===== src/rtl/ssq_pkg.sv =====
package ssq_pkg;
  typedef enum logic [2:0] {
    ST_WAIT  = 3'd0,
    ST_PARK  = 3'd1,
    ST_RAMP  = 3'd2,
    ST_REG   = 3'd3,
    ST_OVF   = 3'd4,
    ST_UVF   = 3'd5
  } ssq_state_t;
endpackage


===== src/rtl/ssq_ramp.sv =====
module ssq_ramp #(
  parameter int MV_W      = 12,
  parameter int RAMP_LOG2 = 11
) (
  input  logic            clk,
  input  logic            rst_n,
  input  logic            clr,
  input  logic            step,
  input  logic [MV_W-1:0] target_mv,
  output logic [MV_W-1:0] ref_mv,
  output logic            done
);
  localparam int CNT_W  = RAMP_LOG2 + 1;
  localparam int PROD_W = MV_W + CNT_W;
  localparam logic [CNT_W-1:0] FULL = CNT_W'(1) << RAMP_LOG2;

  logic [CNT_W-1:0]  cnt;
  logic [PROD_W-1:0] prod;

  assign done = (cnt == FULL);

  always_ff @(posedge clk or negedge rst_n) begin
    if (!rst_n)             cnt <= '0;
    else if (clr)           cnt <= '0;
    else if (step && !done) cnt <= cnt + CNT_W'(1);
  end

  assign prod   = PROD_W'(target_mv) * PROD_W'(cnt);
  assign ref_mv = prod[RAMP_LOG2 +: MV_W];
endmodule


===== src/rtl/ssq_monitor.sv =====
module ssq_monitor #(
  parameter int MV_W      = 12,
  parameter int OV_MV     = 1976,
  parameter int UV_EN_MV  = 800,
  parameter int UV_NUM    = 7,
  parameter int UV_DEN    = 10,
  parameter int PG_LO_NUM = 22,
  parameter int PG_HI_NUM = 28,
  parameter int PG_DEN    = 25
) (
  input  logic            clk,
  input  logic            rst_n,
  input  logic            smp_valid,
  input  logic [MV_W-1:0] smp_mv,
  input  logic [MV_W-1:0] ref_mv,
  input  logic            prot_en,
  input  logic            reg_en,
  input  logic            tick,
  output logic            ov_hit,
  output logic            uv_trip,
  output logic            pg_ok
);
  localparam int PW = MV_W + 6;

  logic [MV_W-1:0] s_mv;
  logic [PW-1:0]   s_uv, r_uv, s_pg, r_lo, r_hi;
  logic            uv_en, below, streak, in_win;

  always_ff @(posedge clk or negedge rst_n) begin
    if (!rst_n)         s_mv <= '0;
    else if (smp_valid) s_mv <= smp_mv;
  end

  assign s_uv  = PW'(s_mv) * PW'(UV_DEN);
  assign r_uv  = PW'(ref_mv) * PW'(UV_NUM);
  assign uv_en = ref_mv >= MV_W'(UV_EN_MV);
  assign below = s_uv < r_uv;

  always_ff @(posedge clk or negedge rst_n) begin
    if (!rst_n)       streak <= 1'b0;
    else if (!prot_en) streak <= 1'b0;
    else if (tick)    streak <= uv_en && below;
  end

  assign uv_trip = prot_en && tick && uv_en && below && streak;
  assign ov_hit  = prot_en && (s_mv >= MV_W'(OV_MV));

  assign s_pg   = PW'(s_mv) * PW'(PG_DEN);
  assign r_lo   = PW'(ref_mv) * PW'(PG_LO_NUM);
  assign r_hi   = PW'(ref_mv) * PW'(PG_HI_NUM);
  assign in_win = (s_pg >= r_lo) && (s_pg <= r_hi);

  always_ff @(posedge clk or negedge rst_n) begin
    if (!rst_n) pg_ok <= 1'b0;
    else        pg_ok <= reg_en && in_win;
  end
endmodule


===== src/rtl/ssq_fsm.sv =====
module ssq_fsm
  import ssq_pkg::*;
(
  input  logic       clk,
  input  logic       rst_n,
  input  logic       ctl_ok,
  input  logic       drv_ok,
  input  logic       drv_pre_ok,
  input  logic       inhibit,
  input  logic       ramp_done,
  input  logic       ov_hit,
  input  logic       uv_trip,
  output ssq_state_t state,
  output logic       ls_force,
  output logic       all_off,
  output logic       fault
);
  ssq_state_t nxt;

  always_comb begin
    nxt = state;
    if (!ctl_ok) begin
      nxt = ST_WAIT;
    end else begin
      unique case (state)
        ST_WAIT: if (inhibit) nxt = ST_PARK;
                 else if (drv_ok) nxt = ST_RAMP;
        ST_PARK: if (!inhibit) nxt = ST_WAIT;
        ST_RAMP, ST_REG: begin
          if (ov_hit)       nxt = ST_OVF;
          else if (uv_trip) nxt = ST_UVF;
          else if (inhibit) nxt = ST_PARK;
          else if (!drv_ok) nxt = ST_WAIT;
          else if (state == ST_RAMP && ramp_done) nxt = ST_REG;
        end
        ST_OVF, ST_UVF: nxt = state;
        default: nxt = ST_WAIT;
      endcase
    end
  end

  always_ff @(posedge clk or negedge rst_n) begin
    if (!rst_n) state <= ST_WAIT;
    else        state <= nxt;
  end

  always_comb begin
    ls_force = 1'b0;
    all_off  = 1'b0;
    fault    = 1'b0;
    unique case (state)
      ST_WAIT: begin ls_force = drv_pre_ok; all_off = !drv_pre_ok; end
      ST_PARK: all_off = 1'b1;
      ST_OVF:  begin ls_force = 1'b1; fault = 1'b1; end
      ST_UVF:  begin all_off = 1'b1; fault = 1'b1; end
      default: ;
    endcase
  end
endmodule


===== src/rtl/ssq_sequencer.sv =====
module ssq_sequencer
  import ssq_pkg::*;
#(
  parameter int MV_W      = 12,
  parameter int RAMP_LOG2 = 11,
  parameter int OV_MV     = 1976,
  parameter int UV_EN_MV  = 800
) (
  input  logic            clk,
  input  logic            rst_n,
  input  logic            ctl_sup_ok,
  input  logic            drv_sup_ok,
  input  logic            drv_pre_ok,
  input  logic            inhibit,
  input  logic            cyc_tick,
  input  logic [MV_W-1:0] target_mv,
  input  logic            smp_valid,
  output logic            smp_ready,
  input  logic [MV_W-1:0] smp_mv,
  output logic [MV_W-1:0] ref_mv,
  output logic            ls_force,
  output logic            all_off,
  output logic            fault,
  output logic            pgood_rel
);
  ssq_state_t state;
  logic       ramp_done, ov_hit, uv_trip;
  logic       prot_en, reg_en, clr, step;

  assign smp_ready = 1'b1;
  assign prot_en   = (state == ST_RAMP) || (state == ST_REG);
  assign reg_en    = (state == ST_REG);
  assign clr       = (state == ST_WAIT) || (state == ST_PARK);
  assign step      = cyc_tick && (state == ST_RAMP);

  ssq_ramp #(.MV_W(MV_W), .RAMP_LOG2(RAMP_LOG2)) u_ramp (
    .clk(clk), .rst_n(rst_n), .clr(clr), .step(step),
    .target_mv(target_mv), .ref_mv(ref_mv), .done(ramp_done)
  );

  ssq_monitor #(.MV_W(MV_W), .OV_MV(OV_MV), .UV_EN_MV(UV_EN_MV)) u_mon (
    .clk(clk), .rst_n(rst_n), .smp_valid(smp_valid), .smp_mv(smp_mv),
    .ref_mv(ref_mv), .prot_en(prot_en), .reg_en(reg_en), .tick(cyc_tick),
    .ov_hit(ov_hit), .uv_trip(uv_trip), .pg_ok(pgood_rel)
  );

  ssq_fsm u_fsm (
    .clk(clk), .rst_n(rst_n), .ctl_ok(ctl_sup_ok), .drv_ok(drv_sup_ok),
    .drv_pre_ok(drv_pre_ok), .inhibit(inhibit), .ramp_done(ramp_done),
    .ov_hit(ov_hit), .uv_trip(uv_trip), .state(state),
    .ls_force(ls_force), .all_off(all_off), .fault(fault)
  );
endmodule


===== config.mk =====
export PLATFORM = sky130hd
export DESIGN_NAME = ssq_sequencer
export DESIGN_NICKNAME = d
export VERILOG_FILES = /design/src/rtl/ssq_pkg.sv /design/src/rtl/ssq_ramp.sv /design/src/rtl/ssq_monitor.sv /design/src/rtl/ssq_fsm.sv /design/src/rtl/ssq_sequencer.sv
export SDC_FILE = /design/constraint.sdc
export NUM_CORES = 1
export LEC_CHECK = 0
export BUFFER_PORTS_ARGS = -buffer_cell sky130_fd_sc_hd__buf_4
export CAP_MARGIN = 25
export CORE_MARGIN = 2
export CORE_UTILIZATION = 50
export CTS_BUF_LIST = sky130_fd_sc_hd__clkbuf_16
export DETAILED_ROUTE_END_ITERATION = 7
export PLACE_DENSITY = 0.7
export SYNTH_ARGS = -nofsm -noshare
export SYNTH_HDL_FRONTEND = slang
export SYNTH_SLANG_ARGS = --single-unit

===== constraint.sdc =====
create_clock -name clk -period 9.5 [get_ports clk]
set_clock_uncertainty 0.05 [all_clocks]
set_input_delay 1.425 -clock clk [delete_from_list [all_inputs] [get_ports clk]]
set_output_delay 1.425 -clock clk [all_outputs]
set_load 0.01 [all_outputs]

==> run_results.csv, run 1 <==
group,metric,value,unit
run_status,status,"finished, violations left",
run_status,violations,"setup timing",
clock_tree,clockBufferDepth,2,
critical_path,cp.required,9.62,ns
job,drv_cap,0,
logic_synthesis,synth_seq_area_share,6.96,%
timing,setup_viol,5,
clock_tree,insertion_delay,0.29,ns
drt,antenna_left,0,
critical_path,crit_family,"adder cells",
power,cellLeakagePower,7.00,nW
timing,slew_headroom,44.3,%
die,dieArea,22000,um^2
placement,dp_hpwl,20900,um
drt,drcViolationCount,0,
die,coreArea,20400,um^2
finish,design_area,12600,um^2
critical_path,critical_path.endpoint_type,"flip-flop",
logic_synthesis,avgSynthCellArea,8.49,um^2
logic_synthesis,synth-async-reset-ratio,100,%
clock_tree,h-tree-depth,2,
timing,rsz0062_at_grt,"yes",
critical_path,critPathKind,"primary input to flip-flop",
clock_tree,cts-buffers-inserted,5,
critical_path,worstPathMaxFanout,4,
drt,routed_wirelength,24900,um
timing,min_period,9.84,ns
critical_path,slowest_delay,0.53,ns
logic_synthesis,ys_seq_elements,29,
timing,hold_ws,0.507,ns
die,chipWidth,148,um
logic_synthesis,synth_enable_flop_cells,0,
clock_tree,cts_num_sinks,29,
drt,post_drt_wl_per_cell,14.9,um
critical_path,cp-start-kind,"primary input",
logic_synthesis,syn_area,10400,um^2
timing,finalHoldViolCount,0,
timing,period_share,104,%
drt,vias,8848,
critical_path,worst_ep_arrival_time,9.96,ns
global_routing,grt_max_degree,30,
die,initial_core_util,51.2,%
global_routing,grtUsageTotal,23.6,%
die,io_pins,49,
power,p_per_area,74.9,nW/um^2
global_routing,grt_pass1_vias,9070,
global_routing,grt_pass1_wl,42600,um
timing,slew_violations,0,
finish,syn_to_final_growth,21.2,%
finish,drive_gt1_share,21.0,%
logic_synthesis,ys_types,60,
die,die_h,148,um
drt,avgViaCountPerCell,5.29,
drt,drtPass1Iterations,5,
clock_tree,clkTransAtPathRegs,0.06,ns
global_routing,antenna_found_initial,0,
placement,port_buffers,47,
power,vdd_ir_drop_max,0.102,mV
die,core.rowCount,52,
logic_synthesis,ys_warn_count,0,
finish,antennaDiodeCount,0,
logic_synthesis,synth_cells,1228,
critical_path,cp_slowest_cell,"fa_1",
placement,post_dp_cell_area,12100,um^2
clock_tree,hold_buffers,0,
critical_path,path_buf_inv,9,
clock_tree,cts_root_buf,"clkbuf_16",
hold_path,hold_class,"flip-flop to flip-flop",
timing,worst_slew_pin_slew,0.829,ns
drt,drt-initial-drc-count,414,
global_routing,grt_overflow_total,0,
timing,final.setup.tns,-1.19,ns
timing,max_freq,102,MHz
clock_tree,cts_tree,"done",
placement,place_congestion,0.838,
finish,final_util,62.0,%
critical_path,crit_top_cell,"fa_1",
finish,fin_nets,1772,
logic_synthesis,synth_nets,1598,
timing,postLayoutSetupSlackWorst,-0.342,ns
power,total_power,0.946,mW
logic_synthesis,synth_top_flop_cell,"dfrtp_1",
==> cell families after synthesis <==
| family | count (synthesis) | share of synthesized area, % |
|---|---|---|
| AOI/OAI and AO/OA | 183 | 11.8 |
| xor gates and xnor gates | 70 | 5.95 |
| adders and majority gates | 338 | 49.4 |
| buffers and inverters | 275 | 9.96 |
| DFF | 29 | 6.96 |
| muxes | 7 | 0.744 |
| other | 1 | 0.0360 |
| and+or+nand+nor | 325 | 15.2 |
==> cell usage in the layout (no fill, tap or decap), types with 5 or more instances in the layout <==
master,netlist,final
dfrtp_1,29,29
fa_2,0,7
clkbuf_16,0,5
buf_4,1,197
xor2_2,0,5
ha_1,216,209
ha_4,0,5
inv_1,239,231
a21o_1,33,33
nand4_1,13,13
xor2_1,27,22
o21ai_0,41,38
a31oi_1,7,6
o21a_1,15,15
nor3_1,16,15
nor2b_1,14,14
nand2_2,0,5
nor2_1,62,56
fa_1,122,115
inv_2,0,8
nand3_1,14,13
nor2_2,0,5
xnor2_1,42,40
nand2_1,112,107
nand2b_1,6,6
a21oi_1,42,34
and2_1,68,65
a21oi_2,0,7
==> per-layer routing <==
metal | global-route usage, % | routed length [um] | part of all wire (%) | up-vias
li1 | - | - | - | 4311
met3 | 1.32 | 883 | 3.6 | 23
met4 | 3.90 | 338 | 1.4 | 0
met5 | 0 | 0 | 0 | -
met1 | 34.2 | 12000 | 48 | 4362
met2 | 39.8 | 11600 | 47 | 152
==> path summary, 6_finish.rpt <==
path | startpoint | endpoint | cells after the start | slack, ns
max reg2reg | u_ramp.cnt[5]$_DFFE_PN0P_ | u_fsm.state[0]$_DFFE_PN0P_ | 42 | 0.18
min in group asynchronous | rst_n | u_mon.s_mv[11]$_DFFE_PN0P_ | 1 | 1.01
min | u_mon.streak$_DFFE_PN0P_ | u_mon.streak$_DFFE_PN0P_ | 2 | 0.51
max | target_mv[5] | u_fsm.state[0]$_DFFE_PN0P_ | 44 | -0.34
max in group asynchronous | rst_n | u_ramp.cnt[9]$_DFFE_PN0P_ | 1 | 8.06
min reg2reg | u_mon.streak$_DFFE_PN0P_ | u_mon.streak$_DFFE_PN0P_ | 2 | 0.51
==> report_power, final <==
| part | internal (mW) | switching (mW) | total (mW) |
|---|---|---|---|
| combinational | 0.290 | 0.350 | 0.639 |
| sequential | 0.130 | 0.0140 | 0.144 |
| clock | 0.0962 | 0.0672 | 0.163 |
==> stage by stage <==
step	cells	setup WS, ns
finish	1673	-0.342
floorplan	1228	-0.234
global placement	1647	-0.523
global route	1673	-0.690
detailed placement	1647	-0.683
CTS	1668	-0.185
==> tightest hold or removal path, stage by stage (launching register included) <==
cell     delay, ns
dfrtp_1       0.34
mux2i_1       0.07
nor2b_1       0.10
==> cell usage after synthesis, drive strengths merged (7+ instances only) <==
cell | count | area share (%)
xnor2 | 43 | 3.7
ha | 216 | 26
clkbuf | 33 | 1.2
o21ai | 46 | 2.3
fa | 122 | 23
nand2 | 112 | 4.0
o21a | 15 | 1.1
inv | 239 | 8.6
nand4 | 13 | 0.78
nand3 | 14 | 0.67
dfrtp | 29 | 7.0
nor2 | 62 | 2.2
and2 | 68 | 4.1
a21o | 33 | 2.4
nor2b | 14 | 0.84
xor2 | 27 | 2.3
a21oi | 42 | 2.0
a31oi | 7 | 0.42
nor3 | 17 | 0.86
==> layout make-up <==
type	instances	area (um^2)
clock buffer	5	125
clock inverter	3	17.5
fill	1723	7730
inverter	239	897
multi-input combinational	924	8970
sequential	29	726
tap	270	338
timing repair buffer	203	1560
==> flip-flops by register name, summed over array words and instances (netlist names) <==
signal / count
u_fsm.state: 3
u_mon.pg_ok: 1
u_mon.s_mv: 12
u_mon.streak: 1
u_ramp.cnt: 12
==> timing repair <==
item / CTS / global route
buffers inserted: 13 / 5
pin swaps: 40 / 28
setup endpoints to repair: 5 / 5
gates resized for setup: 32 / 24
endpoints found under the hold margin: 0 / 0
Note: power is estimated with default switching activity, not from simulation.
==> inputs of run 2 (changes only) <==
--- a/config.mk
+++ b/config.mk
@@ -11,7 +11,8 @@
 export CORE_UTILIZATION = 50
 export CTS_BUF_LIST = sky130_fd_sc_hd__clkbuf_16
 export DETAILED_ROUTE_END_ITERATION = 7
-export PLACE_DENSITY = 0.7
+export GPL_TIMING_DRIVEN = 0
+export PLACE_DENSITY = 0.67
 export SYNTH_ARGS = -nofsm -noshare
 export SYNTH_HDL_FRONTEND = slang
 export SYNTH_SLANG_ARGS = --single-unit
==> constraint.sdc (replaced) <==
create_clock -name clk -period 12.3 [get_ports clk]
set_clock_uncertainty 0.05 [all_clocks]
set_input_delay 1.845 -clock clk [delete_from_list [all_inputs] [get_ports clk]]
set_output_delay 1.845 -clock clk [all_outputs]
set_load 0.01 [all_outputs]
==> run 2 against run 1 <==
Net effect: the run now ends clean; critical path type unchanged; final cell count is 7.5% lower; global-route usage is 0.78 points lower; critical path depth is 2 lower; critical endpoint unchanged; largest cell class unchanged; combinational power is 28% lower; first-iteration DRC count is 12% lower; via count is 8.9% lower; clock power is 26% lower; non-clock buffer count is 126 lower.
==> run_results.csv, run 2 (synthesis gave the netlist of run 1 again) <==
group,metric,value,unit
clock_tree,clockBufferDepth,2,
die,die_h,148,um
clock_tree,cts-buffers-inserted,5,
finish,final_util,55.3,%
timing,setup_viol,0,
finish,drive_gt1_share,6.11,%
critical_path,cp-start-kind,"primary input",
die,initial_core_util,51.2,%
critical_path,crit_family,"adder cells",
drt,routed_wirelength,23500,um
die,chipWidth,148,um
timing,finalHoldViolCount,0,
global_routing,grt_max_degree,30,
die,io_pins,49,
drt,drtPass1Iterations,5,
placement,port_buffers,47,
critical_path,critical_path.endpoint_type,"flip-flop",
clock_tree,insertion_delay,0.29,ns
die,core.rowCount,52,
global_routing,grt_overflow_total,0,
power,p_per_area,61.4,nW/um^2
critical_path,cp.required,12.41,ns
run_status,status,"finished, final reports clean",
power,vdd_ir_drop_max,0.0704,mV
clock_tree,postCtsSetupBuffers,0,
global_routing,grt_pass1_vias,8488,
hold_path,hold_class,"flip-flop to flip-flop",
clock_tree,clkTransAtPathRegs,0.05,ns
global_routing,antenna_found_initial,0,
power,switchingPower,0.309,mW
finish,design_area,11300,um^2
power,p_sw_share,44.7,%
power,power_frac_seq,15.8,%
drt,post_drt_wl_per_cell,15.2,um
clock_tree,cts_root_buf,"clkbuf_16",
finish,fin_nets,1646,
finish,antennaDiodeCount,0,
clock_tree,cts_tree,"done",
drt,drt-initial-drc-count,364,
placement,place_congestion,0.864,
timing,period_share,94.8,%
drt,antenna_left,0,
drt,drcViolationCount,0,
critical_path,cp_slowest_cell,"fa_1",
power,p_int,0.382,mW
die,dieArea,22000,um^2
power,cellLeakagePower,6.21,nW
critical_path,crit_top_cell,"fa_1",
finish,layout_commonest_cell,"inv_1",
global_routing,grtUsageTotal,22.8,%
critical_path,worst_ep_arrival_time,11.78,ns
timing,min_period,11.67,ns
critical_path,worstPathMaxFanout,10,
job,drv_cap,0,
critical_path,slowest_delay,0.58,ns
placement,dp_hpwl,20200,um
power,comb_power_share,66.7,%
placement,dp_worst_setup_slack,-0.0152,ns
timing,max_freq,85.7,MHz
timing,worst_slew_pin_slew,0.893,ns
timing,final.setup.tns,0,ns
clock_tree,cts_num_sinks,29,
placement,post_dp_cell_area,11100,um^2
critical_path,critPathKind,"primary input to flip-flop",
clock_tree,h-tree-depth,2,
power,p_clk_share,17.5,%
timing,slew_headroom,40.1,%
timing,postLayoutSetupSlackWorst,0.634,ns
drt,vias,8064,
critical_path,path_buf_inv,8,
global_routing,grt_pass1_wl,41000,um
finish,largestRegisters,"u_mon.s_mv x12, u_ramp.cnt x12, u_fsm.state x3",
timing,slew_violations,0,
finish,syn_to_final_growth,8.00,%
die,coreArea,20400,um^2
finish,mostFrequentLayoutCells,"inv_1, ha_1, fa_1",
drt,avgViaCountPerCell,5.21,
[run 2: cell count changes in the layout (fill, tap and decap cells not counted), moves of 6 or more]
cell,delta
inv_1,+8
fa_2,-7
buf_4,-148
nor2_1,+6
clkbuf_1,+24
fa_1,+7
ha_1,+7
inv_2,-8
a21oi_1,+8
a21oi_2,-7
[run 2: per-stage QoR]
step / hold WS, ns / instances / total power, mW
final: 0.507 / 1547 / 0.691
after CTS: 0.513 / 1553 / 0.695
after floorplan: 0.460 / 1228 / 0.452
after global placement: 0.476 / 1545 / 0.556
after detailed placement: 0.501 / 1545 / 0.567
after global routing: 0.539 / 1547 / 0.771
[run 2: final timing paths]
| kind | from | to | slack [ns] | cells past startpoint |
|---|---|---|---|---|
| setup / recovery | target_mv[3] | u_fsm.state[0]$_DFFE_PN0P_ | 0.63 | 42 |
| hold / removal | u_mon.streak$_DFFE_PN0P_ | u_mon.streak$_DFFE_PN0P_ | 0.51 | 2 |
| setup reg to reg | u_ramp.cnt[5]$_DFFE_PN0P_ | u_fsm.state[0]$_DFFE_PN0P_ | 1.31 | 42 |
| hold reg to reg | u_mon.streak$_DFFE_PN0P_ | u_mon.streak$_DFFE_PN0P_ | 0.51 | 2 |
| max in group asynchronous | rst_n | u_ramp.cnt[3]$_DFFE_PN0P_ | 10.43 | 1 |
| min in group asynchronous | rst_n | u_mon.pg_ok$_DFF_PN0_ | 1.45 | 1 |
[run 2: cell type report]
class | instances | area [um^2]
sequential | 29 | 726
timing repair buffer | 48 | 360
multi-input combinational | 924 | 8680
buffer | 29 | 118
tap | 270 | 338
clock inverter | 3 | 12.5
clock buffer | 5 | 125
fill | 1933 | 9100
inverter | 239 | 897
[run 2: layer usage]
| metal | GRT usage (%) | wire length (um) | up-vias |
|---|---|---|---|
| met3 | 1.96 | 761 | 9 |
| met1 | 34.0 | 11900 | 3894 |
| met4 | 2.86 | 151 | 0 |
| li1 | - | - | 4045 |
| met5 | 0 | 0 | - |
| met2 | 37.3 | 10700 | 116 |
[run 2: power by group through the flow]
stage | clock, mW | combinational, mW | sequential [mW]
floorplan | 0 | 0.344 | 0.108
global placement | 0 | 0.445 | 0.111
detailed placement | 0 | 0.456 | 0.111
CTS | 0.124 | 0.462 | 0.109
global route | 0.126 | 0.534 | 0.110
finish | 0.121 | 0.461 | 0.109
[run 2: tightest hold or removal path, stage by stage, from the launching register on]
cell     delay, ns
dfrtp_1       0.35
mux2i_1       0.07
nor2b_1       0.10
[run 2: repair_timing]
item	4_1_cts	5_1_grt
hold buffers	0	0
gates resized for setup	0	7
setup endpoints to repair	0	4
==> inputs of run 3 (changes only) <==
--- a/config.mk
+++ b/config.mk
@@ -8,11 +8,12 @@
 export BUFFER_PORTS_ARGS = -buffer_cell sky130_fd_sc_hd__buf_4
 export CAP_MARGIN = 25
 export CORE_MARGIN = 2
-export CORE_UTILIZATION = 50
+export CORE_UTILIZATION = 55
 export CTS_BUF_LIST = sky130_fd_sc_hd__clkbuf_16
 export DETAILED_ROUTE_END_ITERATION = 7
 export GPL_TIMING_DRIVEN = 0
-export PLACE_DENSITY = 0.67
+export PLACE_DENSITY = 0.73
+export RECOVER_POWER = 50
 export SYNTH_ARGS = -nofsm -noshare
 export SYNTH_HDL_FRONTEND = slang
 export SYNTH_SLANG_ARGS = --single-unit
==> run 3 against run 2 <==
Net effect: the run now ends with capacitance limit, slew limit left; via count grew 1.9%; register-to-register slack gained 0.22 ns; non-clock buffer count is the same; largest cell class unchanged; largest power group unchanged.
==> run_results.csv, run 3 (synthesis gave the netlist of run 1 again) <==
group,metric,value,unit
power,p_per_area,60.5,nW/um^2
critical_path,path_buf_inv,9,
timing,rsz0062_at_grt,"no",
critical_path,critical_path.endpoint_type,"flip-flop",
placement,port_buffers,47,
finish,drive_gt1_share,6.19,%
critical_path,critPathKind,"primary input to flip-flop",
die,core.rowCount,50,
clock_tree,cts_num_sinks,29,
clock_tree,clockBufferDepth,2,
die,chipWidth,142,um
global_routing,grt_max_degree,30,
placement,place_congestion,0.895,
clock_tree,clkTransAtPathRegs,0.05,ns
timing,slew_headroom,-8.19,%
clock_tree,cts_root_buf,"clkbuf_16",
critical_path,setup.worst_path.start,"target_mv[3]",
die,coreArea,18600,um^2
drt,drtPass1Iterations,5,
finish,multi_input_area,8690,um^2
drt,drt-initial-drc-count,352,
critical_path,crit_end,"u_fsm.state[0]$_DFFE_PN0P_",
critical_path,reg2reg_from,"u_ramp.cnt[5]$_DFFE_PN0P_",
power,cellLeakagePower,6.22,nW
timing,hold_ws,0.502,ns
timing,slew_violations,30,
global_routing,grtUsageTotal,24.6,%
global_routing,grt_pass1_wl,40300,um
run_status,violations,"capacitance limit, slew limit",
die,initial_core_util,55.9,%
drt,vias,8214,
clock_tree,cts_tree,"done",
global_routing,grt_overflow_total,0,
drt,routed_wirelength,22900,um
timing,setup_viol,0,
clock_tree,h-tree-depth,2,
timing,finalHoldViolCount,0,
finish,layout_commonest_cell,"inv_1",
critical_path,worst_ep_arrival_time,11.54,ns
drt,drcViolationCount,0,
finish,fin_nets,1646,
hold_path,hold_class,"flip-flop to flip-flop",
global_routing,antenna_found_initial,0,
clock_tree,insertion_delay,0.28,ns
critical_path,cp_slowest_cell,"fa_1",
die,io_pins,49,
critical_path,r2r_setup_slack,1.53,ns
timing,period_share,93.0,%
power,vdd_ir_drop_max,0.0939,mV
die,dieArea,20100,um^2
drt,post_drt_wl_per_cell,15.2,um
global_routing,grt_pass1_vias,8405,
timing,max_freq,87.4,MHz
die,die_h,142,um
run_status,status,"finished, violations left",
finish,regArea,726,um^2
critical_path,slowest_delay,0.58,ns
finish,syn_to_final_growth,7.69,%
critical_path,cp.required,12.40,ns
finish,largestRegisters,"u_mon.s_mv x12, u_ramp.cnt x12, u_fsm.state x3",
critical_path,crit_family,"adder cells",
timing,final.setup.tns,0,ns
timing,min_period,11.44,ns
job,drv_cap,1,
critical_path,r2r_end,"u_fsm.state[0]$_DFFE_PN0P_",
placement,dp_hpwl,19700,um
critical_path,worstPathMaxFanout,12,
finish,fillers,1667,
timing,worst_slew_pin_slew,1.62,ns
clock_tree,cts-buffers-inserted,5,
drt,avgViaCountPerCell,5.43,
drt,antenna_left,0,
critical_path,path_depth,44,
finish,mostFrequentLayoutCells,"inv_1, ha_1, fa_1",
critical_path,cp-start-kind,"primary input",
critical_path,r2r_cells,44,
## run 3: cell types whose count changed in the layout (fill, tap and decap cells not counted)
cell	before	now
clkinv_1	2	0
xnor2_2	1	2
xnor2_1	42	41
diode_2	0	1
clkbuf_2	2	0
clkinv_2	1	2
clkinvlp_4	0	1
clkbuf_1	24	26
## run 3: worst min-delay path by stage
stage,from,to,slack (ns),cells after the start
2_1_floorplan,u_mon.streak$_DFFE_PN0P_,u_mon.streak$_DFFE_PN0P_,0.46,2
3_3_place_gp,u_mon.streak$_DFFE_PN0P_,u_mon.streak$_DFFE_PN0P_,0.48,2
3_5_place_dp,u_mon.streak$_DFFE_PN0P_,u_mon.streak$_DFFE_PN0P_,0.49,2
4_1_cts,u_mon.streak$_DFFE_PN0P_,u_mon.streak$_DFFE_PN0P_,0.51,2
5_1_grt,u_mon.streak$_DFFE_PN0P_,u_mon.streak$_DFFE_PN0P_,0.55,2
6_report,u_mon.streak$_DFFE_PN0P_,u_mon.streak$_DFFE_PN0P_,0.50,2
## run 3: cell type report
cell class | instances | share of cell area, %
Tap cell | 234 | 2.61
Antenna cell | 1 | 0.0223
Clock buffer | 5 | 1.11
Sequential cell | 29 | 6.46
Clock inverter | 3 | 0.156
Timing Repair Buffer | 50 | 3.28
Multi-Input combinational cell | 924 | 77.4
Buffer | 27 | 0.958
Inverter | 239 | 7.99
## run 3: where the power goes
part	internal, mW	leakage [nW]	switching [mW]
Sequential	0.100	0.380	0.00951
Clock	0.0741	0.0696	0.0451
Combinational	0.206	5.77	0.245
## run 3: layer usage
layer / global-route usage (%) / share of wire (%)
met5: 0 / 0
met3: 2.09 / 3.4
met1: 34.7 / 47
met4: 5.26 / 2.1
met2: 41.4 / 47
## run 3: tightest hold or removal path, stage by stage (launching register included)
cell	delay, ns
dfrtp_1	0.35
mux2i_1	0.07
nor2b_1	0.10
## run 3: repair_timing
| action | CTS | global route |
|---|---|---|
| hold buffers | 0 | 0 |
| setup buffers | 0 | 3 |
| resized for setup | 0 | 4 |
| setup endpoints to repair | 0 | 4 |
## run 3: through the flow
stage	cell area (um^2)	util, %	power, mW	setup slack, ns	std cells
floorplan	10400	-	0.452	1.60	1228
global placement	11100	59.4	0.549	0.224	1509
detailed placement	11100	59.4	0.561	0.121	1509
CTS	11200	60.1	0.686	0.378	1517
global route	11200	60.2	0.764	0.136	1511
finish	11200	60.2	0.679	0.858	1512
